`src/rtl/tod_xfer_pkg.sv`:
```
package tod_xfer_pkg;

    typedef enum logic [1:0] {
        SEL_TARGET = 2'd0,
        SEL_MOVE   = 2'd1,
        SEL_ERRCLR = 2'd2,
        SEL_NONE   = 2'd3
    } reg_sel_e;

    // Convert MSB-first bit numbering of a 64-bit word to a vector index.
    function automatic int msb0(input int n);
        return 63 - n;
    endfunction

    localparam int MODE_BIT  = msb0(35);
    localparam int REQ_BIT   = msb0(0);
    localparam int ADDR_LSB  = 32;
    localparam int ADDR_W    = 32;
    localparam int OFS_W     = 12;
    localparam int ID_W      = 5;
    localparam int ERR_W     = 5;

    // Field order puts not_running at bit 0.
    typedef struct packed {
        logic bad_tgt_wr;
        logic not_ready;
        logic no_target;
        logic req_clear;
        logic not_running;
    } err_t;

endpackage

```
`src/rtl/tod_tgt_decode.sv`:
```
module tod_tgt_decode
    import tod_xfer_pkg::*;
#(
    parameter int          NUM_CORES  = 8,
    parameter int          IDX_W      = 3,
    parameter logic [11:0] REG_OFS    = 12'h040,
    parameter bit          ID_MODE_EN = 1'b1
) (
    input  logic [63:0]               word,
    input  logic [NUM_CORES-1:0]      present,
    input  logic [NUM_CORES*ADDR_W-1:0] bases,
    input  logic [NUM_CORES*ID_W-1:0] ids,
    output logic                      hit,
    output logic [IDX_W-1:0]          idx
);
    logic [ADDR_W-1:0]    addr;
    logic [ADDR_W-1:0]    page;
    logic [ID_W-1:0]      sel_id;
    logic                 full_mode;
    logic                 ofs_ok;
    logic [NUM_CORES-1:0] match;

    assign addr      = word[ADDR_LSB +: ADDR_W];
    assign page      = {addr[ADDR_W-1:OFS_W], {OFS_W{1'b0}}};
    assign sel_id    = word[ADDR_LSB +: ID_W];
    assign full_mode = word[MODE_BIT];
    assign ofs_ok    = (addr[OFS_W-1:0] == REG_OFS);

    for (genvar i = 0; i < NUM_CORES; i++) begin : g_cmp
        logic base_eq;
        logic id_eq;
        assign base_eq = (bases[i*ADDR_W +: ADDR_W] == page);
        if (ID_MODE_EN) begin : g_id
            assign id_eq = (ids[i*ID_W +: ID_W] == sel_id);
        end else begin : g_noid
            assign id_eq = 1'b0;
        end
        assign match[i] = present[i] & (full_mode ? (ofs_ok & base_eq) : id_eq);
    end

    // Lowest index wins: scan downward so the last assignment is the lowest.
    always_comb begin
        hit = 1'b0;
        idx = '0;
        for (int i = NUM_CORES - 1; i >= 0; i--) begin
            if (match[i]) begin
                hit = 1'b1;
                idx = IDX_W'(i);
            end
        end
    end

endmodule

```
`src/rtl/tod_move_gate.sv`:
```
module tod_move_gate
    import tod_xfer_pkg::*;
#(
    parameter int NUM_CORES = 8,
    parameter int IDX_W     = 3
) (
    input  logic                 move_wr,
    input  logic                 req_bit,
    input  logic                 running,
    input  logic                 tgt_ok,
    input  logic [IDX_W-1:0]     tgt_idx,
    input  logic [NUM_CORES-1:0] ready,
    output logic                 accept,
    output err_t                 reject
);
    logic tgt_ready;

    assign tgt_ready = ready[tgt_idx];

    always_comb begin
        accept = 1'b0;
        reject = '0;
        if (move_wr) begin
            if (!running)        reject.not_running = 1'b1;
            else if (!req_bit)   reject.req_clear   = 1'b1;
            else if (!tgt_ok)    reject.no_target   = 1'b1;
            else if (!tgt_ready) reject.not_ready   = 1'b1;
            else                 accept             = 1'b1;
        end
    end

endmodule

```
`src/rtl/tod_err_sticky.sv`:
```
module tod_err_sticky
    import tod_xfer_pkg::*;
(
    input  logic             clk,
    input  logic             rst,
    input  err_t             set,
    input  logic             clr_wr,
    input  logic [ERR_W-1:0] clr_mask,
    output logic [ERR_W-1:0] flags
);
    logic [ERR_W-1:0] kept;

    assign kept = clr_wr ? (flags & ~clr_mask) : flags;

    always_ff @(posedge clk) begin
        if (rst) flags <= '0;
        else     flags <= kept | set;
    end

endmodule

```
`src/rtl/tod_xfer_ctrl.sv`:
```
module tod_xfer_ctrl
    import tod_xfer_pkg::*;
#(
    parameter int          NUM_CORES  = 8,
    parameter logic [11:0] REG_OFS    = 12'h040,
    parameter bit          ID_MODE_EN = 1'b1,
    localparam int         IDX_W      = $clog2(NUM_CORES)
) (
    input  logic                        clk,
    input  logic                        rst,
    input  logic                        wr_en,
    input  logic [1:0]                  wr_sel,
    input  logic [63:0]                 wr_data,
    input  logic                        tod_running,
    input  logic [NUM_CORES-1:0]        core_present,
    input  logic [NUM_CORES*32-1:0]     core_base,
    input  logic [NUM_CORES*5-1:0]      core_id,
    input  logic [NUM_CORES-1:0]        core_ready,
    output logic                        tgt_valid,
    output logic [IDX_W-1:0]            tgt_index,
    output logic [NUM_CORES-1:0]        sent_pulse,
    output logic [ERR_W-1:0]            err_flags
);
    logic             tgt_wr, move_wr, clr_wr;
    logic             dec_hit;
    logic [IDX_W-1:0] dec_idx;
    logic             accept;
    err_t             move_rej;
    err_t             err_set;

    assign tgt_wr  = wr_en && (reg_sel_e'(wr_sel) == SEL_TARGET);
    assign move_wr = wr_en && (reg_sel_e'(wr_sel) == SEL_MOVE);
    assign clr_wr  = wr_en && (reg_sel_e'(wr_sel) == SEL_ERRCLR);

    tod_tgt_decode #(
        .NUM_CORES (NUM_CORES),
        .IDX_W     (IDX_W),
        .REG_OFS   (REG_OFS),
        .ID_MODE_EN(ID_MODE_EN)
    ) u_dec (
        .word   (wr_data),
        .present(core_present),
        .bases  (core_base),
        .ids    (core_id),
        .hit    (dec_hit),
        .idx    (dec_idx)
    );

    tod_move_gate #(
        .NUM_CORES(NUM_CORES),
        .IDX_W    (IDX_W)
    ) u_gate (
        .move_wr(move_wr),
        .req_bit(wr_data[REQ_BIT]),
        .running(tod_running),
        .tgt_ok (tgt_valid),
        .tgt_idx(tgt_index),
        .ready  (core_ready),
        .accept (accept),
        .reject (move_rej)
    );

    always_comb begin
        err_set            = move_rej;
        err_set.bad_tgt_wr = tgt_wr && !dec_hit;
    end

    tod_err_sticky u_err (
        .clk     (clk),
        .rst     (rst),
        .set     (err_set),
        .clr_wr  (clr_wr),
        .clr_mask(wr_data[ERR_W-1:0]),
        .flags   (err_flags)
    );

    always_ff @(posedge clk) begin
        if (rst) begin
            tgt_valid  <= 1'b0;
            tgt_index  <= '0;
            sent_pulse <= '0;
        end else begin
            if (tgt_wr) begin
                tgt_valid <= dec_hit;
                tgt_index <= dec_hit ? dec_idx : '0;
            end
            sent_pulse <= accept ? (NUM_CORES'(1) << tgt_index) : '0;
        end
    end

endmodule

```
`config.mk`:
```
export PLATFORM = sky130hd
export DESIGN_NAME = tod_xfer_ctrl
export DESIGN_NICKNAME = d
export VERILOG_FILES = /design/src/rtl/tod_xfer_pkg.sv /design/src/rtl/tod_tgt_decode.sv /design/src/rtl/tod_move_gate.sv /design/src/rtl/tod_err_sticky.sv /design/src/rtl/tod_xfer_ctrl.sv
export SDC_FILE = /design/constraint.sdc
export NUM_CORES = 1
export LEC_CHECK = 0
export ABC_AREA = 1
export BUFFER_PORTS_ARGS = -buffer_cell sky130_fd_sc_hd__buf_2
export CAP_MARGIN = 20
export CORE_AREA = 2 2 156 158
export DETAILED_ROUTE_END_ITERATION = 8
export DIE_AREA = 0 0 158 160
export PLACE_DENSITY = 0.51
export SLEW_MARGIN = 20
export SYNTH_ARGS = -nofsm -noshare
export SYNTH_HDL_FRONTEND = slang
export SYNTH_SLANG_ARGS = --single-unit
```
`constraint.sdc`:
```
create_clock -name clk -period 2.41 [get_ports clk]
set_input_delay 0.1205 -clock clk [delete_from_list [all_inputs] [get_ports clk]]
set_output_delay 0.1205 -clock clk [all_outputs]
set_load 0.005 [all_outputs]
```
==> results.sh, run 1 <==
export IMPL_status="finished clean"
export IMPL_crit_family="simple AND/OR/NAND/NOR gates"
export IMPL_cpMostUsedCell="nand2_1"
export IMPL_fmax_mhz=570
export IMPL_cts_max_path_buffers=2
export IMPL_r2r_start="tgt_index[0]"
export IMPL_finalSetupViolCount=0
export IMPL_drc=0
export IMPL_cts_buffers=3
export IMPL_clk_latency_ps=250
export IMPL_yosysWarnings=0
export IMPL_cts_max_level=1
export IMPL_die_w_um=158
export IMPL_io_buffers=372
export IMPL_vias_per_cell=4.07
export IMPL_drv_slew=0
export IMPL_cts_root_buffer="clkbuf_16"
export IMPL_postCtsSetupBuffers=0
export IMPL_path_buf_inv=1
export IMPL_clock_skew_ps=2.50
export IMPL_crit_path_end_kind="flop"
export IMPL_period_minus_slack_ps=1750
export IMPL_drive_above_1_share_pct=35.8
export IMPL_syn_cell_area_mm2=0.00429
export IMPL_cts_sinks=17
export IMPL_grt_pass1_wl_mm=32.2
export IMPL_max_cap_violations=0
export IMPL_path_class="primary input to flop"
export IMPL_grt_start_max_net_pins=11
export IMPL_r2r_end="sent_pulse[3]"
export IMPL_hp_class="primary input to flop"
export IMPL_cts_tree="yes"
export IMPL_dieArea_mm2=0.0253
export IMPL_ctsResizeCount=0
export IMPL_final_period_utilization_pct=72.7
export IMPL_tns_ps=0
export IMPL_cp_max_fo=10
export IMPL_ios=399
export IMPL_peakVddDrop_uv=304
export IMPL_crit_chain="buf_2 -> o22ai_1 -> nor2_1 -> nand2_1 -> nor2_1 -> nand2_1 -> o21bai_1 -> nand2_1 -> nand2_1 -> nor2_1 -> a21oi_2 -> nand2_1 -> a21oi_2"
export IMPL_cts_hold_buf=0
export IMPL_whs_path_depth=4
export IMPL_slew_limit_headroom_pct=69.2
export IMPL_routedWlPerCell_um=15.0
export IMPL_synth_cell_types=39
export IMPL_placed_area_mm2=0.00639
export IMPL_r2r_cells=8
export IMPL_reg2reg_slack_ps=680
export IMPL_cp_start_kind="primary input"
export IMPL_drt_initial_drc_count=273
export IMPL_design_area_mm2=0.00647
export IMPL_min_delay_worst_endpoint="u_err.flags[1]"
export IMPL_power_density_mw_per_mm2=237
export IMPL_antenna_found_initial=3
export IMPL_layout_common_cells="372 x buf_2, 274 x nand2_1, 148 x nor2_1"
export IMPL_num_rows=57
export IMPL_cp_required_ps=2600
export IMPL_syn_inst=813
export IMPL_area_growth_pct=50.9
export IMPL_fin_util_pct=27.2
export IMPL_gp_congestion=0.906
export IMPL_finalWirelength_mm=22.4
export IMPL_rsz0062_at_grt="false"
export IMPL_die_h_um=160
export IMPL_cp_data_arrival_time_ps=1940
export IMPL_worst_pin_slew_ps=462
export IMPL_yosysSeqAreaShare_pct=7.93
export IMPL_dp_hpwl_mm=20.0
export IMPL_final_common_cell="buf_2"
export IMPL_fin_nets=1551
export IMPL_grt_pass1_vias=5790
export IMPL_core_area_mm2=0.0238
export IMPL_finalHoldViolCount=0
export IMPL_vias=6080
export IMPL_critPathMaxStageDelay_ps=380
export IMPL_grt_ovfl_total=0
export IMPL_clk_pin_slew_ps=50
export IMPL_ys_ff_latch=17
export IMPL_crit_slowest_cell="buf_2"
export IMPL_antenna_left=0
export IMPL_syn_area_per_cell_um2=5.28
export IMPL_power_leakage_nw=3.47
export IMPL_track_usage_pct=17.0
export IMPL_start_util_pct=18.0
export IMPL_min_from="wr_data[1]"
export IMPL_syn_num_nets=1195
export IMPL_first_pass_iters=4
==> flip-flops by register name, summed over array words and instances, names as in the netlist <==
register	flops
sent_pulse	8
tgt_index	3
tgt_valid	1
u_err.flags	5
==> power breakdown <==
part / internal, W / switching, W / total, W
combinational: 0.000433 / 0.000479 / 0.000913
sequential: 0.000285 / 0.00000357 / 0.000289
clock: 0.000222 / 0.000113 / 0.000336
total: 0.000941 / 0.000596 / 0.00154
==> tightest hold or removal path, cell delays in order <==
cell     delay (ps)
buf_2            80
nand2_1          50
nand2_1          50
a21oi_1          60
==> stage by stage <==
stage / hold WS [ps] / setup slack [ps] / cells / total power (W)
floorplan: 281 / 969 / 813 / 0.000775
global placement: 411 / 415 / 1488 / 0.00121
detailed placement: 417 / 403 / 1488 / 0.00121
CTS: 155 / 655 / 1492 / 0.00155
global route: 171 / 430 / 1495 / 0.00167
finish: 156 / 657 / 1495 / 0.00154
==> synth_stat cells <==
cell type / n / area [um^2]
a21boi_0: 2 / 15.0
a21oi_1: 10 / 50.1
a21oi_2: 2 / 17.5
a22oi_1: 1 / 7.51
a32o_1: 1 / 10.0
and3_1: 1 / 6.26
buf_2: 1 / 5.00
buf_4: 15 / 113
buf_6: 6 / 67.6
clkbuf_1: 2 / 7.51
clkinv_4: 1 / 8.76
dfxtp_1: 17 / 340
inv_1: 77 / 289
inv_2: 17 / 63.8
inv_4: 1 / 6.26
inv_6: 1 / 8.76
nand2_1: 274 / 1030
nand2_2: 4 / 25.0
nand3_1: 20 / 100
nand3_2: 1 / 10.0
nand3b_1: 3 / 22.5
nand4_1: 17 / 106
nor2_1: 148 / 556
nor2_2: 4 / 25.0
nor2_4: 2 / 22.5
nor2b_1: 1 / 6.26
nor3_1: 15 / 75.1
nor3_2: 1 / 10.0
nor3b_2: 1 / 12.5
nor4_1: 2 / 12.5
o21ai_0: 20 / 100
o21ai_1: 18 / 90.1
o21ai_2: 3 / 26.3
o21bai_1: 4 / 30.0
o22ai_1: 11 / 68.8
or2_1: 2 / 12.5
or2_2: 1 / 6.26
xnor2_1: 65 / 569
xor2_1: 41 / 359
==> per-layer routing <==
metal | global-route usage, % | share of wire [%] | up-vias
met3 | 1.49 | 5.7 | 23
met1 | 22.1 | 45 | 2587
met2 | 30.5 | 48 | 255
met5 | 0 | 0 | -
met4 | 2.99 | 1.4 | 0
li1 | - | - | 3215
==> worst max-delay path by stage <==
| stage | start | end | slack, ps | depth (start not counted) |
|---|---|---|---|---|
| 2_1_floorplan | wr_data[32] | tgt_index[0] | 970 | 17 |
| 3_3_place_gp | wr_data[59] | tgt_index[0] | 420 | 15 |
| 3_5_place_dp | wr_data[59] | tgt_index[0] | 400 | 15 |
| 4_1_cts | wr_data[59] | tgt_index[0] | 660 | 15 |
| 5_1_grt | wr_data[59] | tgt_valid | 430 | 15 |
| 6_report | wr_data[50] | tgt_index[0] | 660 | 13 |
==> logic make-up (layout without fill, tap and decap cells) <==
logic type | count (synthesis) | after routing | synth area share [%]
compound gates | 72 | 72 | 9.68
other cells | 0 | 3 | 0
simple gates | 497 | 497 | 47.5
xor+xnor | 106 | 106 | 21.6
buf+inv | 121 | 476 | 13.3
flops | 17 | 17 | 7.93
==> cell type report <==
type / instances / area [um^2]
antenna: 3 / 7.51
clock buffer: 3 / 75.1
clock inverter: 1 / 5.00
fill: 2816 / 17300
inverter: 97 / 377
multi-input combinational: 675 / 3380
sequential: 17 / 340
tap: 324 / 405
timing repair buffer: 375 / 1880
No activity file was read; power rests on OpenSTA's default activity.
==> run 2: changes to the inputs <==
Settings changed: CORE_AREA 2 2 156 158 to 2 2 157 159, DIE_AREA 0 0 158 160 to 0 0 159 161, PLACE_DENSITY 0.51 to 0.53.
Clock period 2.41 ns to 1.6 ns, I/O delays scaled along.
==> run 2 against run 1 <==
Combinational power up 74%; total power up 65%; core utilization up 3.5 points; clock skew down 1.7 ps; design area up 13%; clock power up 52%; wire length up 7.4%; global-route usage up 0.84 points; critical path type unchanged; largest cell class unchanged.
==> results.sh, run 2 (synthesis gave the netlist of run 1 again) <==
export IMPL_cts_tree="yes"
export IMPL_start_util_pct=17.9
export IMPL_grt_start_max_net_pins=11
export IMPL_core_area_mm2=0.0240
export IMPL_die_h_um=161
export IMPL_drive_above_1_share_pct=43.4
export IMPL_crit_slowest_cell="xnor2_1"
export IMPL_reg_top3="sent_pulse (8), u_err.flags (5), tgt_index (3)"
export IMPL_antenna_left=0
export IMPL_clock_skew_ps=0.774
export IMPL_clk_pin_slew_ps=50
export IMPL_grt_pass1_wl_mm=34.6
export IMPL_ios=399
export IMPL_status="finished clean"
export IMPL_peakVddDrop_uv=270
export IMPL_fillers=2716
export IMPL_fmax_mhz=642
export IMPL_clkPwrFrac_pct=20.1
export IMPL_path_buf_inv=3
export IMPL_finalHoldViolCount=0
export IMPL_crit_chain="buf_4 -> buf_4 -> xnor2_1 -> nand2_1 -> nor2_1 -> nand3_1 -> nor2_1 -> o21ai_2 -> buf_4 -> nand2_1 -> nand2_1 -> nand2_1 -> nand2_2 -> a21oi_2"
export IMPL_cp_max_fo=6
export IMPL_finalSetupViolCount=0
export IMPL_p_int_w=0.00157
export IMPL_final_period_utilization_pct=97.3
export IMPL_path_class="primary input to flop"
export IMPL_area_growth_pct=71.3
export IMPL_gp_congestion=0.926
export IMPL_dp_hpwl_mm=21.9
export IMPL_slew_limit_headroom_pct=76.8
export IMPL_cts_max_path_buffers=2
export IMPL_r2r_cells=9
export IMPL_io_buffers=372
export IMPL_cts_sinks=17
export IMPL_hp_class="primary input to flop"
export IMPL_pwr_share_comb_pct=62.8
export IMPL_final_common_cell="buf_2"
export IMPL_cts_buffers=3
export IMPL_p_sw_w=0.000964
export IMPL_layout_common_cells="363 x buf_2, 264 x nand2_1, 129 x nor2_1"
export IMPL_cpMostUsedCell="nand2_1"
export IMPL_vias_per_cell=4.01
export IMPL_first_pass_iters=4
export IMPL_cp_start_kind="primary input"
export IMPL_crit_family="simple AND/OR/NAND/NOR gates"
export IMPL_period_minus_slack_ps=1560
export IMPL_cp_required_ps=1780
export IMPL_r2r_end="sent_pulse[5]"
export IMPL_power_density_mw_per_mm2=345
export IMPL_track_usage_pct=17.8
export IMPL_r2r_start="tgt_index[0]"
export IMPL_drc=0
export IMPL_largest_register_ffs=8
export IMPL_num_rows=57
export IMPL_sequentialPowerShare_pct=17.1
export IMPL_clk_latency_ps=250
export IMPL_cts_hold_buf=0
export IMPL_power_leakage_nw=3.93
export IMPL_fin_nets=1630
export IMPL_antenna_found_initial=4
export IMPL_reg2reg_slack_ps=160
export IMPL_cts_root_buffer="clkbuf_16"
export IMPL_setup_worst_path_end="tgt_index[0]"
export IMPL_routedWlPerCell_um=15.3
export IMPL_finalWirelength_mm=24.1
export IMPL_dp_cells=1565
export IMPL_rsz0062_at_grt="true"
export IMPL_switching_share_pct=38.1
export IMPL_grt_pass1_vias=6126
export IMPL_dieArea_mm2=0.0256
export IMPL_crit_start="wr_data[62]"
export IMPL_worst_pin_slew_ps=345
export IMPL_die_w_um=159
export IMPL_critPathMaxStageDelay_ps=190
export IMPL_crit_path_end_kind="flop"
export IMPL_stdcell_count=1574
export IMPL_cts_max_level=1
export IMPL_vias=6316
export IMPL_crit_cells=14
export IMPL_grt_ovfl_total=0
export IMPL_cp_data_arrival_time_ps=1740
export IMPL_fin_util_pct=30.7
export IMPL_max_cap_violations=0
export IMPL_drv_slew=0
export IMPL_top_register="sent_pulse"
export IMPL_drt_initial_drc_count=298
==> run 2: worst min-delay path, cell delays in order <==
cell and delay [ps]:
buf_2 70, nand2_1 40, nand2_1 50, a21oi_1 50
==> run 2: through the flow <==
step / hold slack, ps / TNS, ps / setup slack (ps) / instance area [um^2] / total power, W
2_1_floorplan: 240 / 0 / 189 / 4290 / 0.00117
3_3_place_gp: 359 / -1580 / -373 / 7030 / 0.00198
3_5_place_dp: 356 / -1640 / -393 / 7030 / 0.00199
4_1_cts: 90.2 / 0 / 5.86 / 7130 / 0.00252
5_1_grt: 121 / -109 / -68.3 / 7350 / 0.00274
6_report: 90.7 / 0 / 43.5 / 7350 / 0.00253
==> run 2: worst min path at each step <==
stage | slack [ps] | depth (start not counted) | to | startpoint
2_1_floorplan | 240 | 2 | u_err.flags[1] | tod_running
3_3_place_gp | 360 | 4 | u_err.flags[1] | wr_data[1]
3_5_place_dp | 360 | 4 | u_err.flags[2] | wr_data[2]
4_1_cts | 90 | 4 | u_err.flags[2] | wr_data[2]
5_1_grt | 120 | 4 | u_err.flags[1] | wr_data[1]
6_report | 90 | 4 | u_err.flags[1] | wr_data[1]
==> run 2: power by group through the flow <==
stage / clock network (W) / logic, W / registers (W)
floorplan: 0 / 0.000725 / 0.000443
global route: 0.000536 / 0.00177 / 0.000433
global placement: 0 / 0.00154 / 0.000443
CTS: 0.000523 / 0.00156 / 0.000435
detailed placement: 0 / 0.00154 / 0.000444
finish: 0.000510 / 0.00159 / 0.000433
==> run 2: routing by layer <==
metal  GRT usage, %  wire [um]  part of all wire [%]
met5              0         13                 0.054
met4           3.02        238                  0.99
met3           2.82       1510                   6.3
met2           32.7      12000                    50
met1           22.2      10300                    43
==> run 2: area by class of cell <==
cell class,count,area (um^2),area share (%)
Multi-Input combinational cell,675,3530,48.1
Timing Repair Buffer,454,2590,35.2
Tap cell,324,405,5.52
Inverter,97,385,5.24
Sequential cell,17,348,4.73
Clock buffer,4,78.8,1.07
Antenna cell,3,7.51,0.102
==> run 2: timing repair <==
action,4_1_cts,5_1_grt
pin swaps,0,28
resized for setup,6,68
setup buffers,0,2
setup endpoints to repair,5,13
==> run 3: changes to the inputs <==
Settings changed: BUFFER_PORTS_ARGS -buffer_cell sky130_fd_sc_hd__buf_2 to -buffer_cell sky130_fd_sc_hd__buf_4.
==> run 3 against run 2 <==
Die area unchanged; wire length grew 2.8%; clock power is 3% lower; combinational power is 14% higher; global-route usage up 0.77 points; non-clock buffer count down 5; maximum frequency rose by 0.84%; sequential share of layout area decreased by 0.54 points; highest routed layer is now met4; first-iteration DRC count is 14% lower.
==> results.sh, run 3 (synthesis gave the netlist of run 1 again) <==
export IMPL_critPathMaxStageDelay_ps=240
export IMPL_track_usage_pct=18.6
export IMPL_area_growth_pct=90.3
export IMPL_power_density_mw_per_mm2=336
export IMPL_setup_ws_ps=56.5
export IMPL_antenna_found_initial=1
export IMPL_clkPwrFrac_pct=18.1
export IMPL_drv_slew=0
export IMPL_setup_worst_path_end="tgt_index[0]"
export IMPL_period_minus_slack_ps=1540
export IMPL_cts_buffers=3
export IMPL_vias_per_cell=4.08
export IMPL_cts_hold_buf=0
export IMPL_die_w_um=159
export IMPL_crit_family="simple AND/OR/NAND/NOR gates"
export IMPL_fin_nets=1625
export IMPL_stdcell_count=1567
export IMPL_finalHoldViolCount=0
export IMPL_hold_ws_ps=64.7
export IMPL_cp_required_ps=1780
export IMPL_grt_pass1_vias=6322
export IMPL_cp_max_fo=3
export IMPL_path_class="primary input to flop"
export IMPL_clock_skew_ps=4.13
export IMPL_status="finished clean"
export IMPL_crit_path_end_kind="flop"
export IMPL_tns_ps=0
export IMPL_r2r_start="tgt_index[0]"
export IMPL_multi_input_area_mm2=0.00347
export IMPL_final_common_cell="buf_4"
export IMPL_ios=399
export IMPL_grt_start_max_net_pins=11
export IMPL_path_buf_inv=1
export IMPL_cts_root_buffer="clkbuf_16"
export IMPL_drt_initial_drc_count=256
export IMPL_cts_max_level=1
export IMPL_p_sw_w=0.000946
export IMPL_top_register="sent_pulse"
export IMPL_die_h_um=161
export IMPL_crit_slowest_cell="or2_1"
export IMPL_grt_pass1_wl_mm=36.4
export IMPL_reg_top3="sent_pulse (8), u_err.flags (5), tgt_index (3)"
export IMPL_first_pass_iters=4
export IMPL_num_rows=57
export IMPL_max_cap_violations=0
export IMPL_dieArea_mm2=0.0256
export IMPL_io_buffers=372
export IMPL_core_area_mm2=0.0240
export IMPL_vias=6391
export IMPL_drive_above_1_share_pct=41.7
export IMPL_sequentialPowerShare_pct=15.9
export IMPL_clk_latency_ps=250
export IMPL_fillers=2684
export IMPL_hp_class="primary input to flop"
export IMPL_drc=0
export IMPL_pwr_share_comb_pct=66.1
export IMPL_cp_data_arrival_time_ps=1730
export IMPL_fmax_mhz=648
export IMPL_crit_start="core_base[11]"
export IMPL_worst_pin_slew_ps=369
export IMPL_clk_pin_slew_ps=50
export IMPL_reg2reg_slack_ps=140
export IMPL_switching_share_pct=34.5
export IMPL_p_int_w=0.00180
export IMPL_dp_hpwl_mm=22.4
export IMPL_slew_limit_headroom_pct=75.3
export IMPL_grt_ovfl_total=0
export IMPL_cts_tree="yes"
export IMPL_rsz0062_at_grt="true"
export IMPL_finalWirelength_mm=24.8
export IMPL_r2r_end="sent_pulse[1]"
export IMPL_layout_common_cells="436 x buf_4, 269 x nand2_1, 136 x nor2_1"
export IMPL_cpMostUsedCell="nand2_1"
export IMPL_antenna_left=0
export IMPL_dp_slack_ps=-267
export IMPL_r2r_cells=9
export IMPL_dp_cells=1561
export IMPL_seq_area_um2=343
export IMPL_largest_register_ffs=8
export IMPL_gp_congestion=0.906
export IMPL_routedWlPerCell_um=15.8
export IMPL_cts_max_path_buffers=2
export IMPL_cts_sinks=17
export IMPL_finalSetupViolCount=0
export IMPL_peakVddDrop_uv=275
export IMPL_cp_start_kind="primary input"
export IMPL_start_util_pct=17.9
export IMPL_final_period_utilization_pct=96.5
export IMPL_crit_cells=13
export IMPL_crit_chain="buf_6 -> or2_1 -> nor3_2 -> nand2_1 -> nor2_2 -> nand2_2 -> o21bai_1 -> nand2_1 -> nand2_2 -> nor2_2 -> a21oi_2 -> nand2_1 -> a21oi_2"
export IMPL_power_leakage_nw=4.19
export IMPL_whs_path_depth=2
run 3: cell types whose count changed in the layout (fill, tap and decap cells not counted), moves of 4 or more:
| cell | before | now |
|---|---|---|
| nor2_1 | 129 | 136 |
| buf_2 | 363 | 0 |
| nand2_1 | 264 | 269 |
| buf_4 | 76 | 436 |
| nor2_2 | 21 | 14 |
| clkbuf_4 | 4 | 0 |
| nand2_2 | 14 | 7 |
run 3: through the flow:
stage	power, W	util [%]	cell area [um^2]
floorplan	0.00117	-	4290
global placement	0.00223	33.1	7940
detailed placement	0.00223	33.1	7940
CTS	0.00274	33.5	8040
global route	0.00295	34.1	8170
finish	0.00274	34.1	8170
run 3: routing by layer:
layer | up-vias | global-route usage, % | share of wire, %
met5 | - | 0 | 0
met4 | 0 | 3.26 | 1.6
met3 | 22 | 3.67 | 6.7
met2 | 257 | 33.1 | 49
met1 | 2755 | 23.4 | 43
li1 | 3357 | - | -
run 3: layout make-up:
class | count | area share, %
flip-flops and latches | 17 | 4.20
inverters | 97 | 4.80
well taps | 324 | 4.96
repair buffers | 449 | 42.5
multi-input cells | 675 | 42.5
diodes | 1 | 0.0306
clock buffers | 4 | 0.965
run 3: repair_timing:
| item | in CTS | in global routing |
|---|---|---|
| setup buffers | 0 | 1 |
| gates cloned | 0 | 0 |
| endpoints found under the setup margin | 2 | 13 |
| pin swaps | 0 | 29 |
| resized for setup | 4 | 40 |
run 3: worst reg2reg max path: stages, from the launching register on:
cell and delay [ps]:
dfxtp_2 340, inv_1 110, buf_4 130, nand3_1 70, nand4_1 120, o21ai_1 100, nor4_2 210, buf_4 150
nand2_2 70, nor2_1 110
run 3: power by group through the flow:
stage	logic [W]	clock network, W	registers [W]
global placement	0.00178	0	0.000443
detailed placement	0.00179	0	0.000443
CTS	0.00180	0.000505	0.000435
finish	0.00181	0.000495	0.000435
global route	0.00199	0.000523	0.000436
floorplan	0.000725	0	0.000443
run 3: worst min-delay path by stage:
stage | startpoint | end | slack, ps
after CTS | rst | tgt_index[0] | 60
final | rst | tgt_index[0] | 60
after global placement | rst | tgt_index[0] | 330
after floorplan | tod_running | u_err.flags[1] | 240
after global routing | rst | tgt_index[0] | 80
after detailed placement | rst | tgt_index[0] | 320
